File: config.mk
export PLATFORM = sky130hd
export DESIGN_NAME = apm_ctrl_port
export DESIGN_NICKNAME = d
export VERILOG_FILES = /design/src/rtl/apm_ctrl_pkg.sv /design/src/rtl/apm_cmd_decode.sv /design/src/rtl/apm_cfg_byte.sv /design/src/rtl/apm_mode_state.sv /design/src/rtl/apm_ctrl_port.sv
export SDC_FILE = /design/constraint.sdc
export NUM_CORES = 1
export LEC_CHECK = 0
export BUFFER_PORTS_ARGS = -buffer_cell sky130_fd_sc_hd__buf_2
export CORE_AREA = 4 4 47 49
export CTS_CLUSTER_DIAMETER = 120
export DETAILED_ROUTE_END_ITERATION = 12
export DIE_AREA = 0 0 51 53
export PLACE_DENSITY = 0.72
export SYNTH_ARGS = -nofsm -noshare
export SYNTH_HDL_FRONTEND = slang
export SYNTH_SLANG_ARGS = --single-unit
export TNS_END_PERCENT = 20
File: constraint.sdc
create_clock -name clk -period 1 [get_ports clk]
set_input_delay 0.2 -clock clk [delete_from_list [all_inputs] [get_ports clk]]
set_output_delay 0.2 -clock clk [all_outputs]
set_load 0.02 [all_outputs]
File: src/rtl/apm_ctrl_pkg.sv
package apm_ctrl_pkg;
   typedef enum logic [1:0] {
      KIND_ACPI_ON  = 2'd0,
      KIND_ACPI_OFF = 2'd1,
      KIND_SMI_REQ  = 2'd2
   } apm_kind_e;
endpackage

File: src/rtl/apm_cmd_decode.sv
module apm_cmd_decode
   import apm_ctrl_pkg::*;
#(
   parameter int             CMD_W    = 8,
   parameter logic [CMD_W-1:0] CODE_ON  = 8'hF1,
   parameter logic [CMD_W-1:0] CODE_OFF = 8'hF0
) (
   input  logic [CMD_W-1:0] code,
   output apm_kind_e        kind
);
   always_comb begin
      if (code == CODE_ON)       kind = KIND_ACPI_ON;
      else if (code == CODE_OFF) kind = KIND_ACPI_OFF;
      else                       kind = KIND_SMI_REQ;
   end
endmodule

File: src/rtl/apm_cfg_byte.sv
module apm_cfg_byte #(
   parameter int             CFG_W   = 8,
   parameter logic [CFG_W-1:0] RST_VAL = '0
) (
   input  logic             clk,
   input  logic             rst_n,
   input  logic             wr,
   input  logic [CFG_W-1:0] din,
   output logic [CFG_W-1:0] q
);
   always_ff @(posedge clk or negedge rst_n) begin
      if (!rst_n)  q <= RST_VAL;
      else if (wr) q <= din;
   end

   p_cfg_load_r8: assert property (@(posedge clk) disable iff (!rst_n)
      wr |=> q == $past(din));
   p_cfg_hold_r8: assert property (@(posedge clk) disable iff (!rst_n)
      !wr |=> $stable(q));
endmodule

File: src/rtl/apm_mode_state.sv
module apm_mode_state
   import apm_ctrl_pkg::*;
#(
   parameter int CMD_W    = 8,
   parameter int GATE_BIT = 1
) (
   input  logic             clk,
   input  logic             rst_n,
   input  logic             wr,
   input  logic [CMD_W-1:0] code,
   input  apm_kind_e        kind,
   input  logic [CMD_W-1:0] cfg,
   output logic             sci_en,
   output logic             smi_pulse,
   output logic [CMD_W-1:0] last_code
);
   logic smi_next;
   logic gate_open;

   assign gate_open = cfg[GATE_BIT];
   assign smi_next  = wr && (kind == KIND_SMI_REQ) && gate_open;

   always_ff @(posedge clk or negedge rst_n) begin
      if (!rst_n) begin
         sci_en    <= 1'b0;
         smi_pulse <= 1'b0;
         last_code <= '0;
      end else begin
         smi_pulse <= smi_next;
         if (wr) begin
            last_code <= code;
            case (kind)
               KIND_ACPI_ON:  sci_en <= 1'b1;
               KIND_ACPI_OFF: sci_en <= 1'b0;
               default:       sci_en <= sci_en;
            endcase
         end
      end
   end

   p_acpi_on_r2: assert property (@(posedge clk) disable iff (!rst_n)
      (wr && kind == KIND_ACPI_ON) |=> sci_en);
   p_acpi_off_r3: assert property (@(posedge clk) disable iff (!rst_n)
      (wr && kind == KIND_ACPI_OFF) |=> !sci_en);
   p_no_smi_mode_r4: assert property (@(posedge clk) disable iff (!rst_n)
      (wr && kind != KIND_SMI_REQ) |=> !smi_pulse);
   p_smi_fire_r5: assert property (@(posedge clk) disable iff (!rst_n)
      (wr && kind == KIND_SMI_REQ && cfg[GATE_BIT]) |=> smi_pulse ##1 (!smi_pulse || $past(wr)));
   p_smi_gated_r6: assert property (@(posedge clk) disable iff (!rst_n)
      (wr && kind == KIND_SMI_REQ && !cfg[GATE_BIT]) |=> (!smi_pulse && $stable(sci_en)));
   p_readback_r7: assert property (@(posedge clk) disable iff (!rst_n)
      wr |=> last_code == $past(code));
   p_idle_r9: assert property (@(posedge clk) disable iff (!rst_n)
      !wr |=> (!smi_pulse && $stable(sci_en) && $stable(last_code)));
endmodule

File: src/rtl/apm_ctrl_port.sv
module apm_ctrl_port
   import apm_ctrl_pkg::*;
#(
   parameter int        CMD_W         = 8,
   parameter logic [7:0] ACPI_ON_CODE  = 8'hF1,
   parameter logic [7:0] ACPI_OFF_CODE = 8'hF0,
   parameter int        SMI_GATE_BIT  = 1,
   parameter bit        SMM_SUPPORTED = 1'b1
) (
   input  logic             clk,
   input  logic             rst_n,
   input  logic             cmd_wr,
   input  logic [CMD_W-1:0] cmd_data,
   input  logic             cfg_wr,
   input  logic [CMD_W-1:0] cfg_data,
   output logic             sci_en,
   output logic             smi_pulse,
   output logic [CMD_W-1:0] cmd_last,
   output logic [CMD_W-1:0] cfg_value
);
   localparam logic [CMD_W-1:0] GATE_MASK = CMD_W'(1) << SMI_GATE_BIT;
   localparam logic [CMD_W-1:0] CODE_ON   = CMD_W'(ACPI_ON_CODE);
   localparam logic [CMD_W-1:0] CODE_OFF  = CMD_W'(ACPI_OFF_CODE);

   generate
      if (CMD_W < 8) begin : g_bad_width
         $error("CMD_W must hold a full command byte");
      end
      if (SMI_GATE_BIT >= CMD_W) begin : g_bad_gate
         $error("SMI_GATE_BIT lies outside the configuration byte");
      end
      if (ACPI_ON_CODE == ACPI_OFF_CODE) begin : g_bad_codes
         $error("ACPI on and off codes must differ");
      end
   endgenerate

   logic [CMD_W-1:0] cfg_rst;
   generate
      if (SMM_SUPPORTED) begin : g_smm
         assign cfg_rst = '0;
      end else begin : g_no_smm
         assign cfg_rst = GATE_MASK;
      end
   endgenerate

   apm_kind_e kind;

   apm_cmd_decode #(.CMD_W(CMD_W), .CODE_ON(CODE_ON), .CODE_OFF(CODE_OFF)) u_decode (
      .code (cmd_data),
      .kind (kind)
   );

   apm_cfg_byte #(.CFG_W(CMD_W), .RST_VAL(SMM_SUPPORTED ? '0 : GATE_MASK)) u_cfg (
      .clk   (clk),
      .rst_n (rst_n),
      .wr    (cfg_wr),
      .din   (cfg_data),
      .q     (cfg_value)
   );

   apm_mode_state #(.CMD_W(CMD_W), .GATE_BIT(SMI_GATE_BIT)) u_state (
      .clk       (clk),
      .rst_n     (rst_n),
      .wr        (cmd_wr),
      .code      (cmd_data),
      .kind      (kind),
      .cfg       (cfg_value),
      .sci_en    (sci_en),
      .smi_pulse (smi_pulse),
      .last_code (cmd_last)
   );

   always_comb begin
      if (!rst_n) begin
         a_reset_r1: assert (cfg_value == cfg_rst && !sci_en && !smi_pulse && cmd_last == '0);
      end
   end
endmodule

**Word-level counts from Yosys, hierarchy flattened**

Index checks and enable logic that the tools add are counted.

- Register bits: 18

- Equal/unequal tests: 4
- Muxes and demuxes: 3
- Reduce and logical (&&, ||, !) cells: 5

Operators with widths:

| operator | number |
|---|---|
| $eq 8x8->1 const B | 2 |
| $mux 2 | 2 |
| $eq 2x1->1 const B | 1 |
| $eq 2x2->1 const B | 1 |
| $logic_and 1x1->1 | 2 |
| $logic_not 2->1 | 1 |
| $pmux 1 s2 | 1 |
| $reduce_and 2->1 | 1 |
| $reduce_bool 2->1 | 1 |

**Logic depth before layout (Yosys ltp)**

- Depth after elaboration: 6
- Depth in mapped cells: 4

**By module**

Synthesis repeated with hierarchy kept, for this count alone.

- Cells, all modules: 44
- Area total of the unflattened synthesis: 775.7 um2

By module, submodules not included:

| module | times used | cells an instance | area an instance (um2) | seq. area each (um2) |
|---|---|---|---|---|
| apm_mode_state | 1 | 23 | 419.2 | 250.2 |
| apm_cfg_byte | 1 | 17 | 331.6 | 200.2 |
| apm_cmd_decode | 1 | 4 | 25.0 | 0.0 |

**Least setup slack after synthesis**

Ideal clock, no wire load.

- Path type: input port to flip-flop
- Start: input port cmd_data[2]
- End: register u_state.sci_en
- Library setup time: 128 ps
- Arrival: 955 ps
- Path slack: -83 ps
- Stages on the path: 3
- Cells stage by stage: nand4bb_4 nor4_4 mux2_1

- Longest elaborated chain between the ends: 6
- Elaborated cells between the ends (all ways): 9
- Classes of those cells: eq/ne (3); mux (3); reduce/logical (3)

Ends and longest elaborated chain:

| element | RTL line | text |
|---|---|---|
| from (decl) | apm_ctrl_port.sv:13 | `input logic [CMD_W-1:0] cmd_data,` |
| $eq 8x8->1 | apm_cmd_decode.sv:13 | `else if (code == CODE_OFF) kind = KIND_ACPI_OFF;` |
| $mux 2 | apm_cmd_decode.sv:13 |  |
| $mux 2 * | apm_cmd_decode.sv:12 | `if (code == CODE_ON) kind = KIND_ACPI_ON;` |
| $eq 2x1->1 / $logic_not 2->1 (equally long branches) | apm_mode_state.sv:32 | `case (kind)` |
| $reduce_bool 2->1 (no line) | - |  |
| $reduce_and 2->1 (no line) | - |  |
| to (signal assigned) | apm_mode_state.sv:35 | `default: sci_en <= sci_en;` |
| to (decl) | apm_mode_state.sv:13 | `output logic sci_en,` |

Every way passes the cells marked *; elsewhere a longest branch is shown, timed or not.
A chain may end at the register's enable or synchronous reset.

**Worst setup path in the final report**

- Start: register u_state.last_code[5]
- End: output port cmd_last[5]

RTL lines:

| element | RTL line | text |
|---|---|---|
| from (decl) | apm_mode_state.sv:15 | `output logic [CMD_W-1:0] last_code` |
| from (signal assigned) | apm_mode_state.sv:31 | `last_code <= code;` |
| to (decl) | apm_ctrl_port.sv:18 | `output logic [CMD_W-1:0] cmd_last,` |

No word-level cell between the ends.

==> results.yml <==
outcome:
  outcome: "finished, violations left"
  violations: "negative setup slack"
setup_path:
  cp_data_arrival_time_ps: 830
  crit_slowest_cell: "dfrtp_1"
  reg2reg_from: "u_state.last_code[5]"
  critPathBufInv: 1
  max_stage_delay_ps: 410
  crit_required_ps: 800
  crit_start: "u_state.last_code[5]"
  critPathCaptureType: "primary output"
  crit_path_cell_trace: "buf_6"
  start_kind: "flip-flop"
  crit_type: "flip-flop to primary output"
  cpLargestDelayFamily: "flip-flops"
  critPathMaxFanout: 2
placed_design:
  dp.cells: 106
  io_buffers: 37
  dp_slack_ps: -237
  gp_congestion: 0.623
sta:
  maxSlewViolCount: 0
  final.setup.worst_slack_ps: -32.7
  worst_slew_pin_slew_ps: 381
  post-route-min-period_ps: 1030
  skew_ps: 4.99
  hold_viol_final: 0
  fin_crit_sh_pct: 103
  finalSetupViolations: 17
  relSlewSlack_pct: 74.6
  rsz0062_at_grt: "yes"
  fmax_ghz: 0.968
grt:
  grt_overflow_total: 0
  grt_pass1_vias: 519
  grt_pass1_wl_mm: 2.19
  grt_start_max_net_pins: 19
  antenna_found_initial: 0
  grt_use_total_pct: 10.7
floorplan:
  die_area_um2: 2700
  pin_count: 38
  core_um2: 1860
  floorplan.die.width_um: 51
  rows: 16
  start_util_pct: 38.9
  die_h_um: 53
layout:
  antenna_cells: 0
  n_fill_cell: 168
  instances_no_fill: 115
  fin_util_pct: 57.1
  nets: 109
  syn2layout_area_growth_pct: 46.6
  drive_gt1_share_pct: 73.9
synthesis:
  synth_top_area_cell: "dfrtp_1"
  synth_flop_cell: "dfrtp_1"
  synth.ff_latch_count: 18
  synth.most_common_cell: "dfrtp_1"
  syn_area_per_cell_um2: 17.2
  ys_top_cells_by_area: "dfrtp_1, mux2_2, nand4bb_4, mux2_1, nor4_4"
  yosysSeqAreaShare_pct: 62.2
  syn_inst: 42
  syn_area_um2: 724
  synth_top_area_share_pct: 62.2
  synth_common_cells: "dfrtp_1, mux2_2, mux2_1"
  synth_edf_count: 0
  synthDistinctLibCells: 10
  syn-num-nets: 62
  yosysWarnings: 0
  synthArstFlopShare_pct: 100
power_and_ir_drop:
  switchingPower_uw: 436
  swShare_pct: 26.4
  clkPwrFrac_pct: 25.8
  leakagePower_uw: 0.000517
  seqPwrFrac_pct: 50.6
  ir_worst_vdd_mv: 0.916
  p_total_uw: 1650
  power_density_nw_per_um2: 1560
  p_comb_share_pct: 23.6
  p_int_uw: 1220
drt:
  ant_nets: 0
  drt_iter0_drc: 1
  dr.pass1.iters: 3
  viasPerCell: 4.30
  routed_wl_mm: 1.40
  vias: 495
  drc: 0
  post_drt_wl_per_cell_um: 12.2
min_path:
  hp-start: "cfg_data[1]"
  hp-class: "input pin to flip-flop"
cts:
  clk_latency_ps: 280
  cts.path.max_buffers: 2
  cts_root_buffer: "clkbuf_4"
  cts_buffers: 3
  cts_max_level: 1
  clk_pin_slew_worst_paths_ps: 100
  clock-sinks: 18
  cts_tree: "done"
job:
  maxCapViolations: 0
==> flip-flops by register name, indices dropped and copies added, names as in the netlist <==
register,count
u_state.last_code,8
u_state.sci_en,1
u_cfg.q,8
u_state.smi_pulse,1
==> worst reg2reg max path, stage by stage, from the launching register on <==
cell     delay, ps
dfrtp_1        410
buf_4          140
mux2_2         260
==> layout by cell type (no fill, tap or decap), drive strengths merged <==
cell type,n
buf,43
clkbuf,4
dfrtp,18
dlygate4sd3,1
inv,1
mux2,17
nand2,1
nand4bb,1
nor4,1
o311a,1
==> per-stage QoR <==
| stage | TNS, ps | area [um2] | hold slack, ps |
|---|---|---|---|
| final | -356 | 1060 | 148 |
| after global routing | -954 | 1060 | 151 |
| after CTS | -524 | 1050 | 143 |
| after detailed placement | -244 | 942 | 144 |
| after global placement | -218 | 942 | 147 |
| after floorplan | -82.7 | 724 | -95.6 |
==> final timing paths <==
path	endpoint	slack [ps]	depth (start not counted)
max	cmd_last[5]	-30	1
min	u_cfg.q[1]	150	2
max in group asynchronous	u_cfg.q[1]	370	2
min reg2reg	u_state.last_code[1]	500	1
min in group asynchronous	u_state.last_code[5]	360	2
max reg2reg	u_state.last_code[5]	90	2
==> power by group through the flow <==
| stage | Combinational [uW] | Sequential, uW | Clock (uW) |
|---|---|---|---|
| global route | 417 | 848 | 462 |
| CTS | 384 | 834 | 443 |
| detailed placement | 333 | 847 | 0 |
| global placement | 329 | 842 | 0 |
| finish | 390 | 837 | 428 |
| floorplan | 96.6 | 937 | 0 |
==> cell type report <==
| cell class | instances | area (um2) | area share [%] |
|---|---|---|---|
| well taps | 27 | 33.8 | 3.18 |
| repair buffers | 44 | 284 | 26.7 |
| multi-input cells | 21 | 254 | 23.9 |
| clock buffers | 4 | 36.3 | 3.42 |
| inverters | 1 | 3.75 | 0.353 |
| flip-flops and latches | 18 | 450 | 42.4 |
==> layer usage <==
layer  track usage (%)  routed length, um  vias up  share of wire, %
li1                  -                  -      239                 -
met1              12.9                594      243                42
met2              19.7                744       13                53
met3             0.845                 61        0               4.4
met4              4.04                  0        0                 0
met5                 0                  0        -                 0
==> timing repair <==
| item | CTS | global route |
|---|---|---|
| gates resized for setup | 10 | 4 |
| buffers inserted | 4 | 0 |
| endpoints found under the setup margin | 18 | 18 |
| endpoints found under the hold margin | 18 | 0 |
| hold buffers | 1 | 0 |
==> kinds of logic after synthesis <==
group,Yosys count,share of synthesized area [%]
mux,17,26.4
buf+inv,3,2.76
simple gates,3,7.25
flops,18,62.2
compound gates,1,1.38
Note: power is estimated with default switching activity, not from simulation.
